--- src/rtl/supsv_pkg.sv ---
package supsv_pkg;
  localparam int unsigned NUM_SUP = 3;
  localparam int unsigned SEL_W   = 2;

  typedef enum logic [SEL_W-1:0] {
    SUP_PS1  = 2'd0,
    SUP_PS2  = 2'd1,
    SUP_PS3  = 2'd2,
    SUP_NONE = 2'd3
  } sup_sel_e;

  // index of each bit inside the synchronized input bundle
  localparam int unsigned SB_REF0   = 0;
  localparam int unsigned SB_RSD    = 3;
  localparam int unsigned SB_LBTN   = 4;
  localparam int unsigned SB_RBTN   = 5;
  localparam int unsigned SB_STRESS = 6;
  localparam int unsigned SB_W      = 7;
endpackage

--- src/rtl/supsv_sync.sv ---
module supsv_sync #(
  parameter int unsigned WIDTH  = 1,
  parameter int unsigned STAGES = 2
) (
  input  logic             clk,
  input  logic             rst_n,
  input  logic [WIDTH-1:0] d_async,
  output logic [WIDTH-1:0] q_sync
);
  logic [WIDTH-1:0] chain [STAGES];

  for (genvar s = 0; s < STAGES; s++) begin : g_stage
    if (s == 0) begin : g_first
      always_ff @(posedge clk or negedge rst_n) begin
        if (!rst_n) chain[s] <= '0;
        else        chain[s] <= d_async;
      end
    end else begin : g_next
      always_ff @(posedge clk or negedge rst_n) begin
        if (!rst_n) chain[s] <= '0;
        else        chain[s] <= chain[s-1];
      end
    end
  end

  assign q_sync = chain[STAGES-1];
endmodule

--- src/rtl/supsv_reset_gen.sv ---
module supsv_reset_gen #(
  parameter int unsigned POR_CYCLES = 256,
  parameter int unsigned RST_PULSE  = 16
) (
  input  logic clk,
  input  logic rst_n,
  input  logic lbtn_s,
  input  logic rbtn_s,
  input  logic stress_s,
  output logic sys_reset
);
  localparam int unsigned PW = $clog2(POR_CYCLES) + 1;
  localparam int unsigned CW = $clog2(RST_PULSE + 1);

  logic [PW-1:0] por_cnt;
  logic          por_done;
  logic [CW-1:0] pulse_cnt;
  logic          lbtn_q, rbtn_q, stress_q;
  logic          trigger;

  // power-on settling counter
  always_ff @(posedge clk or negedge rst_n) begin
    if (!rst_n) begin
      por_cnt  <= '0;
      por_done <= 1'b0;
    end else if (!por_done) begin
      if (por_cnt == PW'(POR_CYCLES - 1)) por_done <= 1'b1;
      else                                por_cnt  <= por_cnt + 1'b1;
    end
  end

  // previous-value registers for edge and change detection
  always_ff @(posedge clk or negedge rst_n) begin
    if (!rst_n) begin
      lbtn_q   <= 1'b0;
      rbtn_q   <= 1'b0;
      stress_q <= 1'b0;
    end else begin
      lbtn_q   <= lbtn_s;
      rbtn_q   <= rbtn_s;
      stress_q <= stress_s;
    end
  end

  assign trigger = por_done &
                   ((lbtn_s & ~lbtn_q) | (rbtn_s & ~rbtn_q) | (stress_s ^ stress_q));

  // retriggerable pulse timer
  always_ff @(posedge clk or negedge rst_n) begin
    if (!rst_n)                pulse_cnt <= '0;
    else if (trigger)          pulse_cnt <= CW'(RST_PULSE);
    else if (pulse_cnt != '0)  pulse_cnt <= pulse_cnt - 1'b1;
  end

  assign sys_reset = ~por_done | (pulse_cnt != '0);
endmodule

--- src/rtl/supsv_setpoints.sv ---
module supsv_setpoints
  import supsv_pkg::*;
#(
  parameter int unsigned DATA_W  = 8,
  parameter int unsigned OV_BITS = 2
) (
  input  logic                            clk,
  input  logic                            rst_n,
  input  logic                            clr,
  input  logic                            wr_en,
  input  logic [SEL_W-1:0]                wr_idx,
  input  logic [DATA_W-1:0]               wr_data,
  output logic [NUM_SUP-1:0][DATA_W-1:0]  codes,
  output logic                            ov
);
  for (genvar i = 0; i < NUM_SUP; i++) begin : g_latch
    always_ff @(posedge clk or negedge rst_n) begin
      if (!rst_n)                                    codes[i] <= '0;
      else if (clr)                                  codes[i] <= '0;
      else if (wr_en && (wr_idx == SEL_W'(i)))       codes[i] <= wr_data;
    end
  end

  // over-voltage: any of the top OV_BITS of any held code
  always_comb begin
    ov = 1'b0;
    for (int i = 0; i < NUM_SUP; i++) begin
      ov = ov | (|codes[i][DATA_W-1 -: OV_BITS]);
    end
  end
endmodule

--- src/rtl/supsv_shutdown.sv ---
module supsv_shutdown (
  input  logic clk,
  input  logic rst_n,
  input  logic clr,
  input  logic ov,
  input  logic ext_sd,
  output logic shutdown,
  output logic prog_fault
);
  always_ff @(posedge clk or negedge rst_n) begin
    if (!rst_n) begin
      shutdown   <= 1'b0;
      prog_fault <= 1'b0;
    end else if (clr) begin
      shutdown   <= 1'b0;
      prog_fault <= 1'b0;
    end else begin
      shutdown   <= shutdown | ov | ext_sd;
      prog_fault <= prog_fault | ov;
    end
  end
endmodule

--- src/rtl/supply_supervisor.sv ---
module supply_supervisor
  import supsv_pkg::*;
#(
  parameter int unsigned DATA_W      = 8,
  parameter int unsigned OV_BITS     = 2,
  parameter int unsigned SYNC_STAGES = 2,
  parameter int unsigned POR_CYCLES  = 256,
  parameter int unsigned RST_PULSE   = 16
) (
  input  logic              clk,
  input  logic              rst_n,
  input  logic              wr_valid,
  output logic              wr_ready,
  input  logic [SEL_W-1:0]  wr_sel,
  input  logic [DATA_W-1:0] wr_data,
  input  logic              share_ps1,
  input  logic [NUM_SUP-1:0] ovr_ref_hi,
  input  logic              remote_sd,
  input  logic              local_rst_btn,
  input  logic              remote_rst_btn,
  input  logic              stress_mode,
  output logic [DATA_W-1:0] ps1_code,
  output logic [DATA_W-1:0] ps2_code,
  output logic [DATA_W-1:0] ps3_code,
  output logic              shutdown,
  output logic              prog_fault,
  output logic              sys_reset
);
  logic [SB_W-1:0]                 raw_in, syn_in;
  logic [NUM_SUP-1:0][DATA_W-1:0]  codes;
  logic                            ov;
  logic                            ext_sd;
  logic                            wr_en;

  assign raw_in = {stress_mode, remote_rst_btn, local_rst_btn, remote_sd, ovr_ref_hi};

  supsv_sync #(.WIDTH(SB_W), .STAGES(SYNC_STAGES)) u_sync (
    .clk     (clk),
    .rst_n   (rst_n),
    .d_async (raw_in),
    .q_sync  (syn_in)
  );

  supsv_reset_gen #(.POR_CYCLES(POR_CYCLES), .RST_PULSE(RST_PULSE)) u_rstgen (
    .clk       (clk),
    .rst_n     (rst_n),
    .lbtn_s    (syn_in[SB_LBTN]),
    .rbtn_s    (syn_in[SB_RBTN]),
    .stress_s  (syn_in[SB_STRESS]),
    .sys_reset (sys_reset)
  );

  assign wr_ready = ~shutdown & ~sys_reset;
  assign wr_en    = wr_valid & wr_ready & (wr_sel != SUP_NONE);

  supsv_setpoints #(.DATA_W(DATA_W), .OV_BITS(OV_BITS)) u_sp (
    .clk     (clk),
    .rst_n   (rst_n),
    .clr     (sys_reset),
    .wr_en   (wr_en),
    .wr_idx  (wr_sel),
    .wr_data (wr_data),
    .codes   (codes),
    .ov      (ov)
  );

  assign ext_sd = (|syn_in[SB_REF0 +: NUM_SUP]) | syn_in[SB_RSD];

  supsv_shutdown u_sd (
    .clk        (clk),
    .rst_n      (rst_n),
    .clr        (sys_reset),
    .ov         (ov),
    .ext_sd     (ext_sd),
    .shutdown   (shutdown),
    .prog_fault (prog_fault)
  );

  always_comb begin
    if (shutdown) begin
      ps1_code = '0;
      ps2_code = '0;
      ps3_code = '0;
    end else begin
      ps1_code = codes[SUP_PS1];
      ps2_code = share_ps1 ? codes[SUP_PS1] : codes[SUP_PS2];
      ps3_code = codes[SUP_PS3];
    end
  end
endmodule

--- config.mk ---
export PLATFORM = sky130hd
export DESIGN_NAME = supply_supervisor
export DESIGN_NICKNAME = d
export VERILOG_FILES = /design/src/rtl/supsv_pkg.sv /design/src/rtl/supsv_sync.sv /design/src/rtl/supsv_reset_gen.sv /design/src/rtl/supsv_setpoints.sv /design/src/rtl/supsv_shutdown.sv /design/src/rtl/supply_supervisor.sv
export SDC_FILE = /design/constraint.sdc
export NUM_CORES = 1
export LEC_CHECK = 0
export BUFFER_PORTS_ARGS = -buffer_cell sky130_fd_sc_hd__buf_2
export CELL_PAD_IN_SITES_DETAIL_PLACEMENT = 0
export CELL_PAD_IN_SITES_GLOBAL_PLACEMENT = 1
export CORE_ASPECT_RATIO = 1.1
export CORE_UTILIZATION = 38
export CTS_CLUSTER_SIZE = 30
export DETAILED_ROUTE_END_ITERATION = 6
export PLACE_DENSITY = 0.83
export SLEW_MARGIN = 20
export SYNTH_ARGS = -nofsm -noshare
export SYNTH_HDL_FRONTEND = slang
export SYNTH_SLANG_ARGS = --single-unit
--- constraint.sdc ---
create_clock -name clk -period 1.75 [get_ports clk]
set_clock_uncertainty 0.2 [all_clocks]
set_input_delay 0.4375 -clock clk [delete_from_list [all_inputs] [get_ports clk]]
set_output_delay 0.4375 -clock clk [all_outputs]
set_load 0.005 [all_outputs]
# [Yosys cells after proc, flatten, opt, wreduce, memory -nomap -nowiden]
# Index checks and enable logic that the tools add are counted.
[totals] reg_bits=58 latchBits=0 mem_bits_rw=0 romBits=0 inputBits=21 output_inout_bits=28 mem_count=0
[op_classes] add_sub_neg=2 mul=0 div_mod_pow=0 order_cmp=0 n_eq_ne=4 shifts=0 mux=16 bitwise=22 reduce_logical=14
[op_table] operator="8-bit two-way mux" n=10
[op_table] operator="5-bit two-way mux" n=2
[op_table] operator="9-bit by 1-bit adder with 9-bit output, second input constant" n=1
[op_table] operator="9-bit by 8-bit equality test with 1-bit output, second input constant" n=1
[op_table] operator="1-bit bitwise OR" n=9
[op_table] operator="2-bit nonzero test" n=4
[op_table] operator="1-bit bitwise AND" n=6
[op_table] operator="1-bit NOT" n=6
[op_table] operator="2-bit OR reduction" n=3
[op_table] operator="5-bit nonzero test" n=1
[op_table] operator="5-bit by 1-bit subtractor with 5-bit output, second input constant" n=1
[op_table] operator="1-bit two-way mux" n=4
[op_table] operator="1-bit logical AND" n=3
[op_table] operator="3-bit OR reduction" n=1
[op_table] operator="2-bit by 1-bit equality test with 1-bit output, second input constant" n=1
[op_table] operator="2-bit equality test, second input constant" n=1
[op_table] operator="2-bit logical NOT" n=1
[op_table] operator="2-bit inequality test, second input constant" n=1
[op_table] operator="2-bit AND reduction" n=1
[op_table] operator="1-bit XOR" n=1

# [Longest topological paths before layout]
[depth] ltp_word=9 depth_mapped=8

# [Cells and area by module]
# A second synthesis with hierarchy kept.
[unflattened] hier_cells=231 hier_area_um2=2655.0
[by_module_without_submodules] module="supsv_setpoints" instances=1 cells_each=94 area_each_um2=1133.6 seq_area_each_um2=600.6
[by_module_without_submodules] module="supsv_reset_gen" instances=1 cells_each=71 area_each_um2=803.3 seq_area_each_um2=450.4
[by_module_without_submodules] module="supsv_sync" instances=1 cells_each=21 area_each_um2=402.9 seq_area_each_um2=350.3
[by_module_without_submodules] module="supply_supervisor" instances=1 cells_each=39 area_each_um2=249.0 seq_area_each_um2=0.0
[by_module_without_submodules] module="supsv_shutdown" instances=1 cells_each=6 area_each_um2=66.3 seq_area_each_um2=50.0

# [Worst setup path after synthesis]
# OpenSTA, ideal clock, no wires.
[synth_path] path_kind="reg2out" startpoint="reg u_rstgen.pulse_cnt[0]" endpoint="out wr_ready" arrival_time_ns=1.349 setup_slack_ns=-0.237 path_stages_with_launch=7 n_path_buf=1 path_cell_list="dfrtp_1 > inv_1 > ha_1 > nor4b_2 > nand2_2 > buf_6 > nor2_1"
[synth_between] elab_chain_len=4
[synth_lines] item="start: declaration" line="supsv_reset_gen.sv:17" source="logic [CW-1:0] pulse_cnt;"
[synth_lines] item="start signal: assignment" line="supsv_reset_gen.sv:51" source="else if (trigger) pulse_cnt <= CW'(RST_PULSE);"
[synth_lines] item="start signal: assignment" line="supsv_reset_gen.sv:52" source="else if (pulse_cnt != '0) pulse_cnt <= pulse_cnt - 1'b1;"
[synth_lines] item="5-bit nonzero test" line="supsv_reset_gen.sv:55" source="assign sys_reset = ~por_done | (pulse_cnt != '0);"
[synth_lines] item="1-bit bitwise OR" line="supsv_reset_gen.sv:55"
[synth_lines] item="net sys_reset" line="supply_supervisor.sv:27" source="output logic sys_reset"
[synth_lines] item="1-bit NOT" line="supply_supervisor.sv:53" source="assign wr_ready = ~shutdown & ~sys_reset;"
[synth_lines] item="1-bit bitwise AND" line="supply_supervisor.sv:53"
[synth_lines] item="end: declaration" line="supply_supervisor.sv:13" source="output logic wr_ready,"
# The timed path passes the listed nets, and every way through them passes these cells.

# [Final worst setup path]
[layout_path] startpoint="reg u_rstgen.pulse_cnt[0]" endpoint="out wr_ready"
[layout_between] elab_chain_len=4
[layout_lines] item="5-bit nonzero test" line="supsv_reset_gen.sv:55"
[layout_lines] item="1-bit bitwise OR" line="supsv_reset_gen.sv:55"
[layout_lines] item="1-bit NOT" line="supply_supervisor.sv:53"
[layout_lines] item="1-bit bitwise AND" line="supply_supervisor.sv:53"
# No other way between the ends.

==> metrics.txt <==
Setup-failing EPs final=57; I/O Pins=49; Die X=79.5 um; Inst Count DP=361; area share of the largest cell type after synthesis=57.8%; FF-to-FF setup slack=-0.19 ns; drt wl/cell=15.3 um; Slew HR=approximately three quarters; RSZ-0062 raised after global routing=yes; Post-DRT Antenna Nets=0; CP arrival=1.49 ns; crit-path cells=inv_2, ha_4, nor4b_4, nand2_2, nor2_4, buf_2; Die ar.=between 0.006 and 0.007 mm^2; Mapped Avg Cell Area=11.4 um^2; post-route setup slack=-0.378 ns; cell family with most CP delay=simple AND/OR/NAND/NOR gates; Vert. Die Dim=87.3 um; failing checks=setup timing; outcome=finished with violations; Post-synth EDFFs=0; H-tree Lvls=3; Pleak=1.76 nW; area growth from synthesis to layout=51.7%; row cnt=30; ant diodes=0; number of library cell types mapped by synthesis=35; Worst VDD drop=509 uV; Clock Sink Count=58; clock latency on the worst-skew pair=0.34 ns; most frequent cells in the layout=57 x dfrtp_1, 44 x buf_2, 22 x mux2i_1; worst hold path type=input pin to flip-flop; nets=337; leading area contributor after synthesis=dfrtp_1; Clock Tree Root=clkbuf_8; syn_nets=244; CP endpoint kind=primary output; first-pass GRT wire length=9.24 mm; core area=0.00627 mm^2; worst reg2reg endpoint=u_rstgen.por_cnt[7]; fill count=496; Period minus WS final=2.13 ns; largest cells by area after synthesis=dfrtp_1 58%, mux2i_1 9.6%, nor2_1 5.1%; Congestion Overflow GR=0; slowest CP cell=dfrtp_1; Worst Hold Path EP=u_sync.chain[8]; DP HPWL=3.60 mm; DRC viols=0; initial antenna violation count=0; worst path buffer plus inverter count=2; CTS clk-pin slew, worst paths=around 0.07 ns; MaxCap Viol Count=0; PwrDens=approximately 760 mW/mm^2; Worst R2R Start=u_rstgen.por_cnt[1]; vias in the first global route=between 1,500 and 2,000; hold path startpoint=ovr_ref_hi[1]; Pre-Repair DR Iteration Count=4; share of layout cells above drive strength 1=approximately half; CP max stage delay=roughly 0.40 ns; CTS Buf Count=9; final worst-path cycle share=122%; most common library cell in the layout ignoring fill and taps=dfrtp_1; Hold Path Depth=1; Critical Path Source Type=flip-flop; port buffer count=between 40 and 50; Hold Vio Cnt, Final=0; main flop type after synthesis=dfrtp_1; Mapped Cells=between 200 and 250; Reg2Reg Depth=7; RePlAce Congestion=0.771; Post-Place Setup Slack=-0.136 ns; GRT Util Overall=18.3%; clk buf depth=2; Tot Pwr=slightly below 3 mW; final WL=6.09 mm; final hold slack=between 0.01 and 0.015 ns; FF+latch count, synth=58; asr flop ratio synth=100%; pins over their slew limit=0; Ys Warns=0; critical path fanouts, max=4; Via density=4.75; CTS tree=built; Syn Std Cell Area=between 0.002 and 0.003 mm^2; vias after detailed routing=1,885; Critical Path RT=1.11 ns; fmax=0.470 GHz; initial core utilization=between 40% and 50%; DRC marker count from the first detailed-route iteration=98; largest net degree at the start of global routing=44; Seq/Total Area, Yosys=57.8%; critical path class=flip-flop to primary output; Worst-Margin Slew=just under 0.4 ns; Final Non-Filler Cells=between 300 and 400
how the worst max path moves through the flow:
stage / endpoint / cells past startpoint / slack, ns / startpoint
global placement: u_rstgen.por_cnt[7] / 7 / -0.02 / u_rstgen.por_cnt[0]
global route: wr_ready / 6 / -0.45 / u_rstgen.pulse_cnt[0]
detailed placement: u_rstgen.por_cnt[7] / 7 / -0.14 / u_rstgen.por_cnt[0]
floorplan: wr_ready / 6 / -0.09 / u_rstgen.pulse_cnt[1]
CTS: wr_ready / 6 / -0.39 / u_rstgen.pulse_cnt[0]
finish: wr_ready / 6 / -0.38 / u_rstgen.pulse_cnt[0]
where the power goes:
group / internal [mW] / total [mW] / switching (mW)
combinational: 0.0654 / 0.138 / 0.0724
sequential: 1.36 / 1.37 / 0.00875
clock: 0.873 / 1.37 / 0.501
total: 2.30 / 2.88 / 0.582
flip-flops by register name (all words and copies together), names as in the netlist:
register and count:
u_rstgen.lbtn_q 1, u_rstgen.por_cnt 9, u_rstgen.por_done 1, u_rstgen.pulse_cnt 5, u_rstgen.rbtn_q 1, u_rstgen.stress_q 1
u_sd.prog_fault 1, u_sd.shutdown 1, u_sp.codes 24, u_sync.chain 7, u_sync.q_sync 7
cell usage after synthesis (all sizes together), types with 2 or more instances:
library cell	count
a21oi	10
nand2b	2
nor4	2
and4bb	4
nor2b	18
nor3	4
nand3b	2
ha	3
nand2	24
mux2i	24
inv	4
nor4b	2
nor2	34
xnor2	5
dfrtp	58
clkbuf	2
xor2	3
buf	7
or4b	2
logic make-up (layout without fill, tap and decap cells):
logic type / Yosys count / in the layout / synth area share, %
compound gates: 14 / 14 / 3.34
xor+xnor: 8 / 8 / 2.79
fa+ha+maj: 3 / 3 / 1.49
buf+inv: 13 / 110 / 3.14
flops: 58 / 58 / 57.8
mux: 25 / 25 / 10.0
simple gates: 99 / 99 / 21.4
routing by layer:
metal | routed length [um] | GRT usage (%) | vias up
met5 | 0 | 0 | -
met4 | 86 | 9.42 | 0
met3 | 233 | 3.98 | 8
met2 | 3090 | 29.5 | 48
met1 | 2690 | 23.0 | 903
li1 | - | - | 926
repair_timing:
item / 4_1_cts / 5_1_grt
setup endpoints to repair: 35 / 58
hold buffers: 6 / 0
gates cloned: 3 / 0
pin swaps: 11 / 16
endpoints found under the hold margin: 20 / 0
resized for setup: 31 / 52
setup buffers: 10 / 4
metrics by stage:
stage,utilization (%),setup TNS [ns],instance area [um^2]
final,60.8,-7.60,3810
after global routing,60.8,-10.61,3810
after CTS,57.4,-7.19,3600
after detailed placement,48.6,-0.717,3050
after global placement,48.6,-0.0247,3050
after floorplan,-,-0.101,2550
cell type report:
cell class              instances  area, um^2  area share, %
inverters                       4        17.5          0.460
clock buffers                  13         159           4.17
repair buffers                 91         742           19.5
multi-input cells             149        1280           33.6
flip-flops and latches         58        1450           38.1
clock inverters                 2        60.1           1.58
well taps                      80         100           2.63
Note: power is estimated with default switching activity, not from simulation.
